$ cat src/rtl/swallow_div.sv
module swallow_div #(
  parameter int AW   = 5,
  parameter int BW   = 12,
  parameter int PW   = 5,
  parameter int BMIN = 3
) (
  input  logic          clk,
  input  logic          rst_n,
  input  logic          en,
  input  logic [AW-1:0] a_word,
  input  logic [BW-1:0] b_word,
  output logic          div_pulse,
  output logic          cfg_err
);
  localparam int PMOD = 1 << PW;

  logic          ph;
  logic [PW:0]   pc;
  logic [AW-1:0] sc;
  logic [BW-1:0] mc;

  logic          b_low, a_high;
  logic [BW-1:0] b_eff;
  logic [AW-1:0] a_eff;
  logic          pc_last, period_end, cyc_end;

  assign b_low   = b_word < BW'(BMIN);
  assign b_eff   = b_low ? BW'(BMIN) : b_word;
  assign a_high  = {{(BW-AW){1'b0}}, a_word} > b_eff;
  assign a_eff   = a_high ? b_eff[AW-1:0] : a_word;
  assign cfg_err = b_low | a_high;

  assign pc_last    = (pc == ((sc != '0) ? (PW+1)'(PMOD) : (PW+1)'(PMOD-1)));
  assign period_end = ph & pc_last;
  assign cyc_end    = period_end & (mc == BW'(1));

  always_ff @(posedge clk or negedge rst_n) begin
    if (!rst_n) begin
      ph <= 1'b0;
      pc <= '0;
      sc <= '0;
      mc <= BW'(BMIN);
      div_pulse <= 1'b0;
    end else if (!en) begin
      ph <= 1'b0;
      pc <= '0;
      sc <= a_eff;
      mc <= b_eff;
      div_pulse <= 1'b0;
    end else begin
      ph <= ~ph;
      div_pulse <= cyc_end;
      if (ph) begin
        if (pc_last) begin
          pc <= '0;
          if (cyc_end) begin
            sc <= a_eff;
            mc <= b_eff;
          end else begin
            mc <= mc - BW'(1);
            if (sc != '0) sc <= sc - AW'(1);
          end
        end else begin
          pc <= pc + (PW+1)'(1);
        end
      end
    end
  end

  p_standby_quiet_r3: assert property (@(posedge clk) disable iff (!rst_n)
    !en |=> !div_pulse);
  p_pulse_single_r1: assert property (@(posedge clk) disable iff (!rst_n)
    div_pulse |=> !div_pulse);
  p_swallow_le_main_r6: assert property (@(posedge clk) disable iff (!rst_n)
    {{(BW-AW){1'b0}}, sc} <= mc);
  p_main_nonzero_r5: assert property (@(posedge clk) disable iff (!rst_n)
    mc != '0);
  p_modulus_bound_r1: assert property (@(posedge clk) disable iff (!rst_n)
    pc <= (PW+1)'(PMOD));
endmodule

$ cat config.mk
export PLATFORM = sky130hd
export DESIGN_NAME = swallow_div
export DESIGN_NICKNAME = d
export VERILOG_FILES = /design/src/rtl/swallow_div.sv
export SDC_FILE = /design/constraint.sdc
export NUM_CORES = 1
export LEC_CHECK = 0
export ABC_AREA = 1
export ABC_CLOCK_PERIOD_IN_PS = 1500
export BUFFER_PORTS_ARGS = -buffer_cell sky130_fd_sc_hd__buf_2
export CORE_MARGIN = 2
export CORE_UTILIZATION = 30
export CTS_BUF_LIST = sky130_fd_sc_hd__clkbuf_8
export CTS_CLUSTER_SIZE = 12
export DETAILED_ROUTE_END_ITERATION = 16
export PLACE_DENSITY_LB_ADDON = 0.05
export REMOVE_ABC_BUFFERS = 1
export SLEW_MARGIN = 20
export SYNTH_ARGS = -nofsm -noshare
export SYNTH_HDL_FRONTEND = slang
export SYNTH_SLANG_ARGS = --single-unit
$ cat constraint.sdc
create_clock -name clk -period 1.5 [get_ports clk]
set_input_delay 0.15 -clock clk [delete_from_list [all_inputs] [get_ports clk]]
set_output_delay 0.15 -clock clk [all_outputs]
set_load 0.02 [all_outputs]
After elaboration in Yosys (flattened, before gate mapping)

Cells that the tools add are included.

Output and inout bits: 2
Register bits after elaboration: 25
Input bits: 20

Bitwise operators: 4
$lt $le $gt $ge: 2
Reductions and logical operators: 3
Equality and inequality tests: 5
Muxes and demuxes: 17
Add/subtract/negate cells: 3

Operators by type and width:

| operator                | count |
|---|---|
| $mux W12                | 5 |
| $mux W5                 | 6 |
| $mux W6                 | 4 |
| $eq A12 B1 Y1 const B   | 1 |
| $gt A5 B12 Y1           | 1 |
| $lt A12 B2 Y1 const B   | 1 |
| $sub A12 B1 Y12 const B | 1 |
| $add A6 B1 Y6 const B   | 1 |
| $eq A6 B6 Y1            | 1 |
| $reduce_bool A5 Y1      | 1 |
| $sub A5 B1 Y5 const B   | 1 |
| $ne A2 B1 Y1 const B    | 2 |
| $ne A3 B1 Y1 const B    | 1 |
| $reduce_and A3 Y1       | 1 |
| $and A1 B1 Y1           | 2 |
| $mux W1                 | 2 |
| $reduce_and A2 Y1       | 1 |
| $not A1 Y1              | 1 |
| $or A1 B1 Y1            | 1 |

Depth between registers and ports, before layout

Gate-level depths: netlist of run 1.

Depth in word-level cells: 9
Depth in mapped cells: 19
Depth with buffers taken out: 19

Worst setup path before layout of run 1

Ideal clock, no wire load.

Kind: input port to flip-flop
From: in b_word[7]
To: reg sc[1]
Arrival: 1.557 ns
Setup time: 0.116 ns
Stages on the path: 17
Setup slack: -0.174 ns
Path buffers: 0
Data required time: 1.384 ns
Cells stage by stage: nor2_1 > nand2_1 > nor2_1 > a21oi_1 > ha_1 > nand2_1 > nand2_1 > nand2_1 > nand2_1 > nand2_1 > nand2_1 > nand2_1 > nand2_1 > nand3_1 > nand2_1 > nand2_1 > nand2_1

Cells in the longest elaborated chain, start to end: 8

Ends and longest elaborated chain:

| what                   | RTL line | source |
|---|---|---|
| start: declaration     | 11       | `input logic [BW-1:0] b_word,` |
| $lt A12 B2 Y1          | 27       | `assign b_low = b_word < BW'(BMIN);` |
| $mux W12 (*)           | 28       | `assign b_eff = b_low ? BW'(BMIN) : b_word;` |
| $gt A5 B12 Y1          | 29       | `assign a_high = {{(BW-AW){1'b0}}, a_word} > b_eff;` |
| $mux W5 (*)            | 30       | `assign a_eff = a_high ? b_eff[AW-1:0] : a_word;` |
| $mux W5                | 56       | `if (cyc_end) begin` |
| $mux W5                | 54       | `if (pc_last) begin` |
| $mux W5                | 53       | `if (ph) begin` |
| $mux W5 (*)            | 44       | `end else if (!en) begin` |
| end signal: assignment | 61       | `if (sc != '0) sc <= sc - AW'(1);` |
| end: declaration       | 19       | `logic [AW-1:0] sc;` |

Mark *: on every way between the ends. The rest lies on a longest branch, timed or not. The select of a mux whose other input is x is not followed.
A chain may end at the register's enable or synchronous reset.

Worst setup path in the final report of run 1

From: in b_word[8]
To: out cfg_err

Cells in the longest elaborated chain, start to end: 4

Ends and longest elaborated chain:

| what             | RTL line | source |
|---|---|---|
| $lt A12 B2 Y1    | 27       |  |
| $mux W12         | 28       |  |
| $gt A5 B12 Y1    | 29       |  |
| $or A1 B1 Y1 (*) | 31       | `assign cfg_err = b_low \| a_high;` |
| end: declaration | 13       | `output logic cfg_err` |

Mark *: on every way between the ends. The rest lies on a longest branch, timed or not.

==> results_dict.tcl, run 1 <==
set metrics [dict create \
    outcome "complete, but fails checks" \
    violations "negative setup slack" \
    required_ns 1.35 \
    leakage_nw 1.71 \
    holdPathStages 5 \
    rsz0062_at_grt "true" \
    wl_per_cell_um 13.5 \
    skew_ns 0.00179 \
    drt_wl_total_um 6120 \
    vdd_ir_drop_max_mv 0.419 \
    avgSynthCellArea_um2 7.20 \
    cts.sinks 25 \
    min_period_ns 1.67 \
    cp_max_fo 3 \
    final_cell_mix "68 x buf_4, 51 x nand2_1, 28 x inv_1" \
    fin_crit_sh_pct 112 \
    final-hold-violation-count 0 \
    ant_nets 0 \
    drive_gt1_share_pct 57.7 \
    relSlewSlack_pct 55.5 \
    post-place-ws_ns -0.499 \
    ys_warn_count 0 \
    insertion_delay_ns 0.28 \
    critPathKind "primary input to output pin" \
    io_pins 22 \
    via_count 2110 \
    n_antenna_cell 0 \
    grt_overflow 0 \
    dieArea_mm2 0.00717 \
    grt_max_degree 26 \
    synthesis.area_mm2 0.00195 \
    max_freq_mhz 597 \
    via_per_inst 4.66 \
    dp_hpwl_um 4040 \
    finalWorstSetupSlack_ns -0.175 \
    root_buffer "clkbuf_8" \
    cts_buffers 3 \
    r2r-start "mc[0]" \
    htreeDepth 1 \
    grt_antenna_before_repair 0 \
    pwr_density_cell_mw_per_mm2 791 \
    drc 0 \
    dr.pass1.iters 4 \
    synth_area_leaders "dfrtp_1 29%, nand2_1 16%, nand3_1 7.9%" \
    seq_area_frac_synth_pct 32.2 \
    drt_iter0_markers 63 \
    port-buffer-count 21 \
    die_w_um 84.7 \
    netlist_instances 271 \
    nets 406 \
    clockBufferDepth 2 \
    ys_seq_elements 25 \
    syn_to_final_growth_pct 75.5 \
    initial_utilization_pct 30.9 \
    crit_path_start_kind "primary input" \
    maxCapViolations 0 \
    critPathCaptureType "output pin" \
    total_power_mw 2.71 \
    hold_class "primary input to flop" \
    drv_slew 0 \
    setup_viol 21 \
    reg2reg_depth 9 \
    r2r_end "sc[3]" \
    rrSetupSlack_ns -0.17 \
    cts_tree "yes" \
    core_mm2 0.00631 \
    grt_pass1_vias 2193 \
    grt_pass1_wl_um 10400 \
    synth_top_area_share_pct 29.5 \
    worst_ep_arrival_time_ns 1.52 \
    rows 29 \
    die_h_um 84.7 \
    netlist-cell-type-count 32 \
    clk_pin_slew_ns 0.10 \
    yosys.area.top_type "dfrtp_1" \
    async_flop_share_pct 100 \
    worstMarginPinSlew_ns 0.668 \
    grt_usage_pct 18.1 \
    worstHoldStart "b_word[11]" \
    place_congestion 0.762 \
    ys_dominant_reg_cell "dfrtp_1" \
    layout_commonest_cell "buf_4" \
    hold_end "mc[11]" \
    synth_edf_count 0 \
]
==> layout make-up <==
| type | instances | area, um^2 |
|---|---|---|
| well taps | 77 | 96.3 |
| clock inverters | 1 | 5.00 |
| inverters | 34 | 145 |
| repair buffers | 106 | 907 |
| flip-flops and latches | 25 | 628 |
| multi-input cells | 206 | 1590 |
| clock buffers | 3 | 41.3 |
| fillers | 616 | 2890 |
| repair inverters | 1 | 16.3 |
==> layer usage <==
layer  GRT usage, %  wire (um)  up-vias
met1           24.3       2890      988
met2           31.0       2970       40
li1               -          -     1074
met5              0          0        -
met4           5.05        128        0
met3           1.47        138        8
==> worst max-delay path, cell delays in order <==
cell and delay [ns]:
buf_6 0.10, nor2_4 0.11, nand2_4 0.07, nor2_4 0.13
a21oi_2 0.08, ha_1 0.29, nand2_1 0.07, nand2_1 0.05
nand2_1 0.05, nand2_1 0.04, nand2_1 0.08, nand2_2 0.06
nand2_2 0.07, nand2_2 0.05, buf_6 0.12
==> power breakdown <==
part	switching [mW]	internal, mW	total [mW]	leakage, nW
Sequential	0.0920	0.794	0.886	0.313
Clock	0.252	0.187	0.438	0.0255
Combinational	0.702	0.683	1.38	1.37
==> metrics by stage <==
step	hold slack, ns	std cells	setup TNS, ns	utilization [%]	instance area [um^2]
2_1_floorplan	-0.146	265	-1.97	-	1890
3_3_place_gp	0.203	429	-4.10	41.1	2600
3_5_place_dp	0.221	429	-4.33	41.1	2600
4_1_cts	0.180	449	-2.52	48.4	3060
5_1_grt	0.181	453	-4.24	54.3	3430
6_report	0.165	453	-2.14	54.3	3430
==> timing repair <==
action	in CTS	in global routing
hold endpoints to repair	23	0
pin swaps	29	42
buffers inserted	14	9
setup endpoints to repair	23	24
cloned	3	0
gates resized for setup	68	90
hold buffers	1	0
==> state kept, by name, indices dropped and copies added, names as in the netlist <==
| signal | cells |
|---|---|
| ph | 1 |
| sc | 5 |
| div_pulse | 1 |
| pc | 6 |
| mc | 12 |
==> cells by family (layout without fill, tap and decap cells) <==
group                    after synthesis  count (layout)  share of synthesized area (%)
AO/OA/AOI/OAI                         20              20                           7.18
XOR/XNOR                              11              11                           4.94
adder cells (fa/ha/maj)                9               9                           5.77
buffers and inverters                 40             145                           10.3
flip-flops                            25              25                           32.2
AND/OR/NAND/NOR                      166             166                           39.7
==> worst max-delay path by stage <==
stage                     depth (start not counted)  slack (ns)  endpoint  startpoint
after CTS                                        15       -0.21   cfg_err  b_word[10]
final                                            15       -0.17   cfg_err   b_word[8]
after floorplan                                  17       -0.18     sc[1]   b_word[7]
after detailed placement                         18       -0.50     sc[1]  b_word[11]
after global placement                           18       -0.47     sc[1]  b_word[11]
after global routing                             15       -0.33   cfg_err   b_word[3]
==> synth_stat cells (all sizes together), types with 4 or more instances <==
library cell and count:
nand2 86, inv 34, nor2 33, nand3 32, dfrtp 23, o21ai 10
ha 9, xor2 9, buf 6, nor3 6, nand4 5, a21oi 4
Power figures use the tool's default switching activity.
==> run 2: changes to the inputs <==
ABC_AREA = not set   (was 1)
==> results_dict.tcl, run 2 <==
set metrics [dict create \
    outcome "complete, but fails checks" \
    violations "negative setup slack" \
    grt_max_degree 26 \
    r2r-start "sc[0]" \
    netlist-cell-type-count 58 \
    drive_gt1_share_pct 51.4 \
    skew_ns 0.0161 \
    htreeDepth 1 \
    fin_crit_sh_pct 151 \
    setup-tns-final_ns -15.02 \
    post-place-ws_ns -0.899 \
    synth_area_leaders "dfrtp_1 30%, ha_1 6.0%, o211ai_1 5.2%" \
    grt_pass1_vias 2271 \
    synth.top_cells.by_count "24 x nand2_1, 23 x dfrtp_1, 15 x inv_1" \
    postPlaceCellArea_mm2 0.00265 \
    cp_max_fo 5 \
    synth_edf_count 0 \
    r2r_end "mc[10]" \
    maxCapViolations 0 \
    die_w_um 83.3 \
    combPwrFrac_pct 37.9 \
    rows 28 \
    via_per_inst 5.29 \
    crit_path_start_kind "flop" \
    clockBufferDepth 2 \
    leakage_nw 1.45 \
    netlist_instances 214 \
    layout_commonest_cell "buf_4" \
    core_mm2 0.00599 \
    rrSetupSlack_ns -0.77 \
    synth_top_area_share_pct 30.5 \
    reg2reg_depth 8 \
    regArea_um2 628 \
    place_congestion 0.862 \
    n_antenna_cell 0 \
    swShare_pct 32.9 \
    min_period_ns 2.27 \
    required_ns 1.69 \
    rsz0062_at_grt "true" \
    avgSynthCellArea_um2 8.82 \
    critPathCaptureType "flop" \
    yosys.area.top_type "dfrtp_1" \
    final_cell_mix "93 x buf_4, 23 x dfrtp_1, 22 x nand2_1" \
    max_freq_mhz 441 \
    relSlewSlack_pct 58.2 \
    total_power_mw 1.98 \
    finalWorstSetupSlack_ns -0.765 \
    synthesis.area_mm2 0.00189 \
    drc 0 \
    dp_hpwl_um 4950 \
    fin_area_mm2 0.00317 \
    ant_nets 0 \
    p_int_mw 1.33 \
    drt_iter0_markers 135 \
    worstHoldStart "b_word[7]" \
    drv_slew 0 \
    grt_overflow 0 \
    final_util_pct 52.9 \
    hold_class "primary input to flop" \
    hold_end "mc[7]" \
    stdcell_count 406 \
    die_h_um 83.3 \
    syn_to_final_growth_pct 67.8 \
    ys_dominant_reg_cell "dfrtp_1" \
    cts.sinks 25 \
    cts_tree "yes" \
    dp.cells 383 \
    power_frac_seq_pct 40.6 \
    dr.pass1.iters 4 \
    dieArea_mm2 0.00694 \
    pwr_density_cell_mw_per_mm2 626 \
    root_buffer "clkbuf_8" \
    ys_seq_elements 25 \
    port-buffer-count 21 \
    grt_antenna_before_repair 0 \
    largest_register "mc" \
    nets 361 \
    insertion_delay_ns 0.28 \
    clk_pin_slew_ns 0.10 \
    holdPathStages 2 \
    p_sw_mw 0.653 \
    multi_input_area_mm2 0.00141 \
    ys_warn_count 0 \
    reg_top3 "mc (12), pc (6), sc (5)" \
    grt_pass1_wl_um 11200 \
    vdd_ir_drop_max_mv 0.366 \
    critPathKind "flop to flop" \
    fillers 560 \
    final-hold-violation-count 0 \
    initial_utilization_pct 31.5 \
    worstMarginPinSlew_ns 0.627 \
    drt_wl_total_um 6700 \
    worst_ep_arrival_time_ns 2.46 \
    whs_ns 0.126 \
    grt_usage_pct 19.9 \
    crit_start "sc[0]" \
    setup_viol 25 \
    p_clk_share_pct 21.5 \
    via_count 2146 \
    cts_buffers 3 \
    io_pins 22 \
    yosysMostFrequentCell "nand2_1" \
    largest_register_ffs 12 \
    async_flop_share_pct 100 \
    wl_per_cell_um 16.5 \
    seq_area_frac_synth_pct 33.3 \
]
[run 2: changes by cell type after synthesis, sizes merged, moves of 5 or more]
cell,delta
inv,-19
clkbuf,+5
nor2b,+5
a31oi,+7
o211ai,+12
nand2,-62
nor2,-20
xor2,-7
nand3,-25
o21ai,-7
[run 2: how the worst max path moves through the flow]
| stage | endpoint | slack [ns] |
|---|---|---|
| final | mc[10] | -0.77 |
| after global routing | sc[0] | -0.83 |
| after CTS | mc[10] | -0.74 |
| after detailed placement | mc[6] | -0.90 |
| after global placement | mc[6] | -0.84 |
| after floorplan | mc[7] | -0.95 |
[run 2: layer usage]
layer	vias to the layer above	share of wire [%]	GRT usage (%)
li1	1052	-	-
met1	1049	47	26.0
met2	39	49	34.6
met3	6	3.0	3.48
met4	0	0.79	3.73
met5	-	0	0
[run 2: logic make-up after synthesis]
family,after synthesis,share of synthesized area (%)
and+or+nand+nor,82,23.3
AOI/OAI and AO/OA,64,27.0
buffers and inverters,27,6.96
DFF,25,33.3
adders and majority gates,9,5.96
muxes,4,2.19
xor gates and xnor gates,3,1.39
[run 2: cell type report]
cell class	count	share of cell area [%]
clock buffers	3	1.30
clock inverters	1	0.158
inverters	15	1.78
multi-input cells	164	44.4
flip-flops and latches	25	19.8
well taps	75	2.96
repair buffers	123	29.5
[run 2: critical path: stages (launching register included)]
cell	delay, ns
dfrtp_1	0.40
inv_2	0.08
ha_4	0.13
or4b_4	0.46
nand4bb_4	0.22
buf_6	0.16
a311o_1	0.37
a211o_1	0.27
o211ai_1	0.11
[run 2: power by group through the flow]
stage	sequential [mW]	combinational, mW	clock, mW
2_1_floorplan	0.818	0.253	0
3_3_place_gp	0.814	0.611	0
3_5_place_dp	0.816	0.624	0
4_1_cts	0.806	0.704	0.450
5_1_grt	0.818	0.821	0.476
6_report	0.805	0.752	0.426
[run 2: what timing repair did]
action                     in CTS  in global routing
gates cloned                    3                  0
hold buffers                    1                  0
pin swaps                      18                 14
setup buffers                   8                  7
gates resized for setup        47                 25
hold endpoints to repair       23                  0
setup endpoints to repair      25                 25
